`config.mk`:
```
export PLATFORM = sky130hd
export DESIGN_NAME = edge_tally
export DESIGN_NICKNAME = d
export VERILOG_FILES = /design/src/rtl/edge_tally_pkg.sv /design/src/rtl/edge_tally_decode.sv /design/src/rtl/edge_tally_count.sv /design/src/rtl/edge_tally_hold.sv /design/src/rtl/edge_tally.sv
export SDC_FILE = /design/constraint.sdc
export NUM_CORES = 1
export LEC_CHECK = 0
export BUFFER_PORTS_ARGS = -buffer_cell sky130_fd_sc_hd__buf_2
export CORE_MARGIN = 2
export CORE_UTILIZATION = 49
export CTS_CLUSTER_SIZE = 20
export DETAILED_ROUTE_END_ITERATION = 8
export PLACE_DENSITY = 0.84
export SYNTH_ARGS = -nofsm -noshare
export SYNTH_HDL_FRONTEND = slang
export SYNTH_HIERARCHICAL = 1
export SYNTH_SLANG_ARGS = --single-unit
export TNS_END_PERCENT = 30
```
`constraint.sdc`:
```
create_clock -name clk -period 2.3 [get_ports clk]
set_clock_uncertainty 0.15 [all_clocks]
set_input_delay 0.23 -clock clk [delete_from_list [all_inputs] [get_ports clk]]
set_output_delay 0.23 -clock clk [all_outputs]
set_load 0.005 [all_outputs]
```
`src/rtl/edge_tally_pkg.sv`:
```
package edge_tally_pkg;

    localparam int TALLY_W_DEF = 8;

    // What the live counter does this cycle, in priority order
    typedef enum logic [1:0] {
        ACT_KEEP    = 2'd0,
        ACT_STEP    = 2'd1,
        ACT_LOAD    = 2'd2,
        ACT_CAPTURE = 2'd3
    } tally_act_e;

    typedef struct packed {
        tally_act_e act;        // counter action
        logic       step_also;  // edge coincides with capture
        logic       snap;       // copy count into capture register
        logic       wipe_held;  // capture register disabled
    } tally_ctl_s;

    function automatic tally_ctl_s decode_ctl(
        input logic edge_in,
        input logic cap_in,
        input logic buf_on,
        input logic latch_on,
        input logic load_in
    );
        tally_ctl_s c;
        logic       take;
        take        = cap_in & buf_on & latch_on;
        c.snap      = take;
        c.wipe_held = ~buf_on;
        c.step_also = take & edge_in;
        if (take)         c.act = ACT_CAPTURE;
        else if (load_in) c.act = ACT_LOAD;
        else if (edge_in) c.act = ACT_STEP;
        else              c.act = ACT_KEEP;
        return c;
    endfunction

endpackage

```
`src/rtl/edge_tally_decode.sv`:
```
module edge_tally_decode
    import edge_tally_pkg::*;
(
    input  logic       edge_stb,
    input  logic       cap_stb,
    input  logic       buf_en,
    input  logic       latch_mode,
    input  logic       load_en,
    output tally_ctl_s ctl
);

    always_comb begin
        ctl = decode_ctl(edge_stb, cap_stb, buf_en, latch_mode, load_en);
    end

endmodule

```
`src/rtl/edge_tally_count.sv`:
```
module edge_tally_count
    import edge_tally_pkg::*;
#(
    parameter int CNT_W = TALLY_W_DEF
) (
    input  logic             clk,
    input  logic             rst,
    input  tally_ctl_s       ctl,
    input  logic             sat_mode,
    input  logic [CNT_W-1:0] load_val,
    output logic [CNT_W-1:0] count
);

    localparam logic [CNT_W-1:0] TOP  = {CNT_W{1'b1}};
    localparam logic [CNT_W-1:0] ONE  = {{(CNT_W-1){1'b0}}, 1'b1};
    localparam logic [CNT_W-1:0] ZERO = '0;

    logic [CNT_W-1:0] stepped;
    logic [CNT_W-1:0] next_cnt;

    // Increment with top-value policy
    always_comb begin
        if (count == TOP) stepped = sat_mode ? TOP : ZERO;
        else              stepped = count + ONE;
    end

    always_comb begin
        unique case (ctl.act)
            ACT_CAPTURE: next_cnt = ctl.step_also ? ONE : ZERO;
            ACT_LOAD:    next_cnt = load_val;
            ACT_STEP:    next_cnt = stepped;
            default:     next_cnt = count;
        endcase
    end

    always_ff @(posedge clk) begin
        if (rst) count <= ZERO;
        else     count <= next_cnt;
    end

endmodule

```
`src/rtl/edge_tally_hold.sv`:
```
module edge_tally_hold
    import edge_tally_pkg::*;
#(
    parameter int CNT_W = TALLY_W_DEF
) (
    input  logic             clk,
    input  logic             rst,
    input  tally_ctl_s       ctl,
    input  logic [CNT_W-1:0] count,
    output logic [CNT_W-1:0] held
);

    always_ff @(posedge clk) begin
        if (rst || ctl.wipe_held) held <= '0;
        else if (ctl.snap)        held <= count;
    end

endmodule

```
`src/rtl/edge_tally.sv`:
```
module edge_tally
    import edge_tally_pkg::*;
#(
    parameter int CNT_W = TALLY_W_DEF
) (
    input  logic             clk,
    input  logic             rst,
    input  logic             edge_stb,
    input  logic             sat_mode,
    input  logic             buf_en,
    input  logic             latch_mode,
    input  logic             cap_stb,
    input  logic             load_en,
    input  logic [CNT_W-1:0] load_val,
    output logic [CNT_W-1:0] count,
    output logic [CNT_W-1:0] held
);

    tally_ctl_s ctl;

    edge_tally_decode u_decode (
        .edge_stb   (edge_stb),
        .cap_stb    (cap_stb),
        .buf_en     (buf_en),
        .latch_mode (latch_mode),
        .load_en    (load_en),
        .ctl        (ctl)
    );

    edge_tally_count #(.CNT_W(CNT_W)) u_count (
        .clk      (clk),
        .rst      (rst),
        .ctl      (ctl),
        .sat_mode (sat_mode),
        .load_val (load_val),
        .count    (count)
    );

    edge_tally_hold #(.CNT_W(CNT_W)) u_hold (
        .clk   (clk),
        .rst   (rst),
        .ctl   (ctl),
        .count (count),
        .held  (held)
    );

endmodule

```
### Word-level counts from Yosys, hierarchy flattened

Cells that the tools add are included.

* register bits: 16
* latch bits: 0
* RAM bits: 0
* bits in read-only memories: 0
* input bits: 16
* word-level logic and storage cells: 20
* memories kept: 0

* add/subtract/negate cells: 1
* multipliers: 0
* divide/modulo/power cells: 0
* order comparisons: 0
* eq/ne operators: 4
* shift-type cells: 0
* multiplexer cells: 7
* bitwise logic cells: 4
* reduce and logical (&&, ||, !) cells: 2

Operators by type and width (count)
* $pmux W8 S3: 1
* $mux W8: 2
* $add A8 B1 Y8 const B: 1
* $eq A8 B8 Y1 const B: 1
* $eq A2 B2 Y1 const B: 2
* $mux W2: 2
* $and A1 B1 Y1: 3
* $reduce_bool A3 Y1: 1
* $eq A2 B1 Y1 const B: 1
* $mux W1: 2
* $logic_or A1 B1 Y1: 1
* $not A1 Y1: 1

### Logic depth before layout (Yosys ltp)

Gate-level depths: netlist of the first run.

* depth after elaboration: 5
* depth in mapped cells: 9
* depth with buffers taken out: 8

### Modules after synthesis

Netlist of the first run, hierarchy kept.

Modules (own cells, without submodules)
* edge_tally_count: times used 1, cells each 87, area an instance 681.9 um^2, sequential area each 160.2 um^2
* edge_tally_hold: times used 1, cells each 27, area an instance 295.3 um^2, sequential area each 160.2 um^2
* edge_tally_decode: times used 1, cells each 7, area an instance 38.8 um^2, sequential area each 0.0 um^2

### Least setup slack after synthesis of the first run

OpenSTA, ideal clock, no wires.

* path type: input-to-reg
* from: in edge_stb
* to: reg u_count.count[0]
* library setup time: 0.115 ns
* arrival time: 1.488 ns
* data required time: 2.035 ns
* setup slack: 0.546 ns
* stages: 8
* cell sequence: inv_1 o21ai_0 inv_1 ha_1 nor3_1 nor3_1 and2b_1 a31o_1

RTL lines
* from (decl): line edge_tally.sv:8 `input logic edge_stb,`
* to (signal assigned): line edge_tally_count.sv:38 `else count <= next_cnt;`
* to (decl): line edge_tally_count.sv:11 `output logic [CNT_W-1:0] count`

==> results of run 1 <==
[sequential cells by signal, summed over array words and instances, names as in the netlist]
name           count
u_count/count      8
u_hold/held        8
[per-stage QoR]
stage | std cells | hold slack, ns | utilization (%) | cell area [um2] | setup WS [ns]
floorplan | 121 | 0.2645 | - | 1016 | 0.5461
detailed placement | 175 | 0.3322 | 60.08 | 1179 | 0.2157
global placement | 175 | 0.3179 | 60.08 | 1179 | 0.3151
global route | 179 | 0.08685 | 61.93 | 1215 | 0.3178
finish | 179 | 0.07920 | 61.93 | 1215 | 0.5191
CTS | 179 | 0.06666 | 61.93 | 1215 | 0.5316
[synthesized netlist by cell type (all sizes together), types with 2 or more instances]
library cell | n | area (um2)
a31oi | 3 | 18.77
nand2b | 4 | 25.02
o31ai | 2 | 15.01
o21bai | 3 | 22.52
ha | 4 | 50.05
nor3 | 3 | 26.28
nor2 | 14 | 55.06
dfxtp | 16 | 320.3
inv | 6 | 22.52
buf | 3 | 30.03
nand2 | 8 | 32.54
mux2i | 10 | 100.1
clkbuf | 3 | 11.26
or2 | 2 | 12.52
nand3b | 2 | 15.01
a21oi | 9 | 45.04
o22ai | 3 | 18.77
nand3 | 9 | 62.56
[how the worst min path moves through the flow]
stage	to	slack, ns
after floorplan	u_count/count[3]	0.26
after global placement	u_hold/held[4]	0.32
after detailed placement	u_hold/held[0]	0.33
after CTS	u_count/count[4]	0.07
after global routing	u_count/count[6]	0.09
final	u_count/count[4]	0.08
[cell families (layout without fill, tap and decap cells)]
family | Yosys count | in the layout | share of synthesized area (%)
and+or+nand+nor | 48 | 48 | 26.85
DFF | 16 | 16 | 31.53
adders and majority gates | 4 | 4 | 4.926
buffers and inverters | 12 | 43 | 6.281
muxes | 10 | 10 | 9.853
AOI/OAI and AO/OA | 29 | 29 | 18.84
xor gates and xnor gates | 2 | 2 | 1.724
[metal layers]
layer / share of wire [%] / up-vias / track usage, %
met5: 0 / - / 0
met4: 2.5 / 0 / 11.11
met3: 6.6 / 8 / 2.121
met2: 52 / 45 / 35.11
met1: 39 / 475 / 24.34
li1: - / 497 / -
[final cells by class]
type	count	share of cell area, %
clock buffers	4	2.987
inverters	6	1.854
multi-input cells	93	52.01
flip-flops and latches	16	26.36
well taps	27	2.781
repair buffers	33	14.01
[power by group]
group	leakage (uW)	internal [uW]	switching, uW	total, uW
combinational	0.000385	50.0	62.1	112
sequential	0.000129	284	9.90	294
clock	0.0000210	96.5	93.5	190
total	0.000536	431	166	596
==> flow_metrics.env, run 1 <==
export IMPL_outcome="finished clean"
export IMPL_synth_edf_count=0
export IMPL_ys_warn_count=6
export IMPL_place_congestion=0.8433
export IMPL_max_slew_margin_pct=65.77
export IMPL_dr_pass1_iters=4
export IMPL_total_power_uw=596.1
export IMPL_clk_path_buf_depth=2
export IMPL_grt_pass1_wl_mm=3.974
export IMPL_cts_tree="yes"
export IMPL_cp_end_kind="flop"
export IMPL_path_depth=8
export IMPL_grtUsageTotal_pct=20.28
export IMPL_htree_levels=1
export IMPL_synth_main_ff_cell="dfxtp_1"
export IMPL_antenna_found_initial=0
export IMPL_cpPeakStageDelay_ns=0.39
export IMPL_ys_ff_latch=16
export IMPL_netlist_area_um2=1016
export IMPL_mostFrequentLayoutCells="buf_2, dfxtp_1, nor2_1, mux2i_1, a21oi_1"
export IMPL_core_um2=1962
export IMPL_crit_chain="buf_2, inv_1, o21ai_0, inv_1, ha_1, and3b_1, o31ai_1, a221oi_1"
export IMPL_drcViolationCount=0
export IMPL_grt_ovfl_total=0
export IMPL_worstHoldStart="rst"
export IMPL_die_x_um=49.54
export IMPL_timing_critical_path_to="u_count/count[5]"
export IMPL_ir_drop_mv=0.3076
export IMPL_path_common_cell="inv_1"
export IMPL_power_density_nw_per_um2=490.6
export IMPL_clkSinkCount=16
export IMPL_hold_path_class="input pin to flop"
export IMPL_root_buffer="clkbuf_4"
export IMPL_postSynth_asyncResetShare_pct=0
export IMPL_worstSetupPathType="input pin to flop"
export IMPL_synth_nets=141
export IMPL_min_path_cells=2
export IMPL_cp_slowest_cell="ha_1"
export IMPL_final_setup_viol_count=0
export IMPL_rr_worst_depth=5
export IMPL_drt_initial_drc_count=28
export IMPL_r2r_slack_ns=0.63
export IMPL_cts_resized=0
export IMPL_die_area_um2=2454
export IMPL_arrival_ns=1.83
export IMPL_leakagePower_uw=0.0005358
export IMPL_place_port_buffers=31
export IMPL_critical_path_buf_inv_count=3
export IMPL_vias=1025
export IMPL_r2r_end="u_count/count[5]"
export IMPL_cp_top_family="compound AO/OA/AOI/OAI gates"
export IMPL_n_antenna_cell=0
export IMPL_synth_cell_types=42
export IMPL_syn_to_final_growth_pct=19.58
export IMPL_initial_utilization_pct=51.79
export IMPL_drive_gt1_share_pct=28.95
export IMPL_grt_max_degree=18
export IMPL_final_max_slew_violation_count=0
export IMPL_place_hpwl_mm=1.829
export IMPL_fin_nets=173
export IMPL_setup_tns_ns=0
export IMPL_clkLatencyLatePin_ns=0.29
export IMPL_cts_hold_buf=0
export IMPL_fin_crit_ns=1.781
export IMPL_synthCells=121
export IMPL_avgSynthCellArea_um2=8.396
export IMPL_start_kind="input pin"
export IMPL_wl_per_cell_um=13.13
export IMPL_multiInputGateArea_um2=631.9
export IMPL_required_ns=2.35
export IMPL_cts_setup_buffers=0
export IMPL_fin_crit_sh_pct=77.43
export IMPL_pin_count=32
export IMPL_antenna_left=0
export IMPL_num_rows=16
export IMPL_seq_area_frac_synth_pct=31.53
export IMPL_grt_pass1_vias=961
export IMPL_hold_viol=0
export IMPL_avgViaCountPerCell=5.726
export IMPL_cts_made_buffers=3
export IMPL_layout_commonest_cell="buf_2"
export IMPL_crit_start="edge_stb"
export IMPL_wl_mm=2.351
export IMPL_r2r_start="u_count/count[1]"
export IMPL_worst_pin_slew_ns=0.5134
export IMPL_path_clk_slew_ns=0.10
export IMPL_max_freq_ghz=0.5615
export IMPL_nFillCells=180
export IMPL_maxCapViolations=0
export IMPL_rsz0062_at_grt="false"
export IMPL_die_h_um=49.54
export IMPL_regArea_um2=320.3
export IMPL_path_max_fanout=17
Note: power is estimated with default switching activity, not from simulation.
==> run 2: changes to the inputs <==
- CORE_UTILIZATION: 49 -> 45
- PLACE_DENSITY: 0.84 -> 0.82
- clock period: 2.3 -> 1.57 ns (I/O delays scaled with it)
==> run 2 against run 1 <==
Sequential cell count did not move; non-clock buffer count rose by 20; final area rose by 16%; cell count rose by 12%.
==> flow_metrics.env, run 2 (synthesis gave the netlist of run 1 again) <==
export IMPL_outcome="finished clean"
export IMPL_wl_per_cell_um=13.24
export IMPL_path_max_fanout=7
export IMPL_vias=1120
export IMPL_worstHoldStart="rst"
export IMPL_maxCapViolations=0
export IMPL_n_antenna_cell=0
export IMPL_start_kind="flop"
export IMPL_grt_pass1_wl_mm=4.126
export IMPL_avgViaCountPerCell=5.600
export IMPL_clkSinkCount=16
export IMPL_cp_end_kind="flop"
export IMPL_grtUsageTotal_pct=20.71
export IMPL_place_congestion=0.8294
export IMPL_cts_hold_buf=0
export IMPL_finalWorstSetupSlack_ns=0.03712
export IMPL_layout_commonest_cell="buf_2"
export IMPL_syn_to_final_growth_pct=38.30
export IMPL_antenna_found_initial=0
export IMPL_die_area_um2=2654
export IMPL_drcViolationCount=0
export IMPL_hold_viol=0
export IMPL_fin_nets=193
export IMPL_die_x_um=51.52
export IMPL_required_ns=1.60
export IMPL_max_slew_margin_pct=75.37
export IMPL_ir_drop_mv=0.5564
export IMPL_place_hpwl_mm=2.048
export IMPL_cts_tree="yes"
export IMPL_htree_levels=1
export IMPL_fin_crit_sh_pct=97.64
export IMPL_grt_max_degree=12
export IMPL_worstSetupPathType="flop to flop"
export IMPL_initial_utilization_pct=46.83
export IMPL_num_rows=17
export IMPL_root_buffer="clkbuf_4"
export IMPL_hold_path_class="input pin to flop"
export IMPL_grt_pass1_vias=953
export IMPL_rsz0062_at_grt="true"
export IMPL_finish_utilization_pct=64.76
export IMPL_fin_crit_ns=1.533
export IMPL_r2r_start="u_count/count[1]"
export IMPL_grt_ovfl_total=0
export IMPL_power_density_nw_per_um2=662.4
export IMPL_min_path_cells=2
export IMPL_min_to="u_count/count[6]"
export IMPL_clkLatencyLatePin_ns=0.29
export IMPL_path_clk_slew_ns=0.10
export IMPL_cts_made_buffers=3
export IMPL_worst_pin_slew_ns=0.3664
export IMPL_clk_path_buf_depth=2
export IMPL_final_max_slew_violation_count=0
export IMPL_mostFrequentLayoutCells="buf_2, buf_4, dfxtp_1, nor2_1, mux2i_1"
export IMPL_drive_gt1_share_pct=41.28
export IMPL_max_freq_ghz=0.6524
export IMPL_rr_worst_depth=5
export IMPL_leakagePower_uw=0.0006537
export IMPL_dp_slack_ns=-0.1475
export IMPL_drt_initial_drc_count=55
export IMPL_final_setup_viol_count=0
export IMPL_arrival_ns=1.56
export IMPL_dr_pass1_iters=6
export IMPL_r2r_slack_ns=0.04
export IMPL_antenna_left=0
export IMPL_pin_count=32
export IMPL_place_port_buffers=31
export IMPL_die_h_um=51.52
export IMPL_core_um2=2170
export IMPL_r2r_end="u_count/count[3]"
export IMPL_largestRegisters="u_count/count x8, u_hold/held x8"
export IMPL_wl_mm=2.647
run 2: layout make-up:
class,count,area (um2)
sequential,16,322.8
multi-input combinational,93,668.1
tap,28,35.03
inverter,6,22.52
timing repair buffer,53,320.3
fill,186,764.5
clock buffer,4,36.28
run 2: where the power goes:
group          switching, uW  internal, uW  leakage [uW]
combinational            109           115      0.000502
sequential              11.7           417      0.000130
clock                    137           141     0.0000210
total                    258           673      0.000654
run 2: how the worst max path moves through the flow:
stage | from | end | depth (start not counted)
2_1_floorplan | latch_mode | u_count/count[0] | 9
3_3_place_gp | buf_en | u_count/count[0] | 9
3_5_place_dp | buf_en | u_count/count[0] | 9
4_1_cts | u_count/count[0] | u_count/count[7] | 5
5_1_grt | u_count/count[7] | u_count/count[4] | 4
6_report | u_count/count[1] | u_count/count[3] | 5
run 2: repair_timing:
action,in CTS,in global routing
buffers inserted,0,1
endpoints found under the setup margin,0,7
resized for setup,0,4
run 2: per-stage QoR:
step	cell area (um2)	hold slack (ns)	TNS [ns]	total power (uW)	std cells
2_1_floorplan	1039	0.1915	0	555.3	121
3_3_place_gp	1344	0.3178	-0.2038	645.6	195
3_5_place_dp	1344	0.3270	-0.7461	653.8	195
4_1_cts	1380	0.001921	0	935.0	199
5_1_grt	1405	0.02902	-0.03992	979.3	200
6_report	1405	0.02516	0	930.7	200
run 2: critical path, cell delays in order, from the launching register on:
cell,delay (ns)
dfxtp_2,0.36
ha_4,0.19
nand3b_1,0.11
o31ai_1,0.35
o21bai_1,0.18
a21oi_1,0.08
run 2: layer usage:
layer / wire length [um] / share of wire, % / up-vias / track usage (%)
met3: 210 / 7.9 / 8 / 3.161
met2: 1315 / 50 / 66 / 36.54
li1: - / - / 537 / -
met1: 1050 / 40 / 509 / 23.56
met4: 70 / 2.6 / 0 / 11.84
met5: 0 / 0 / - / 0
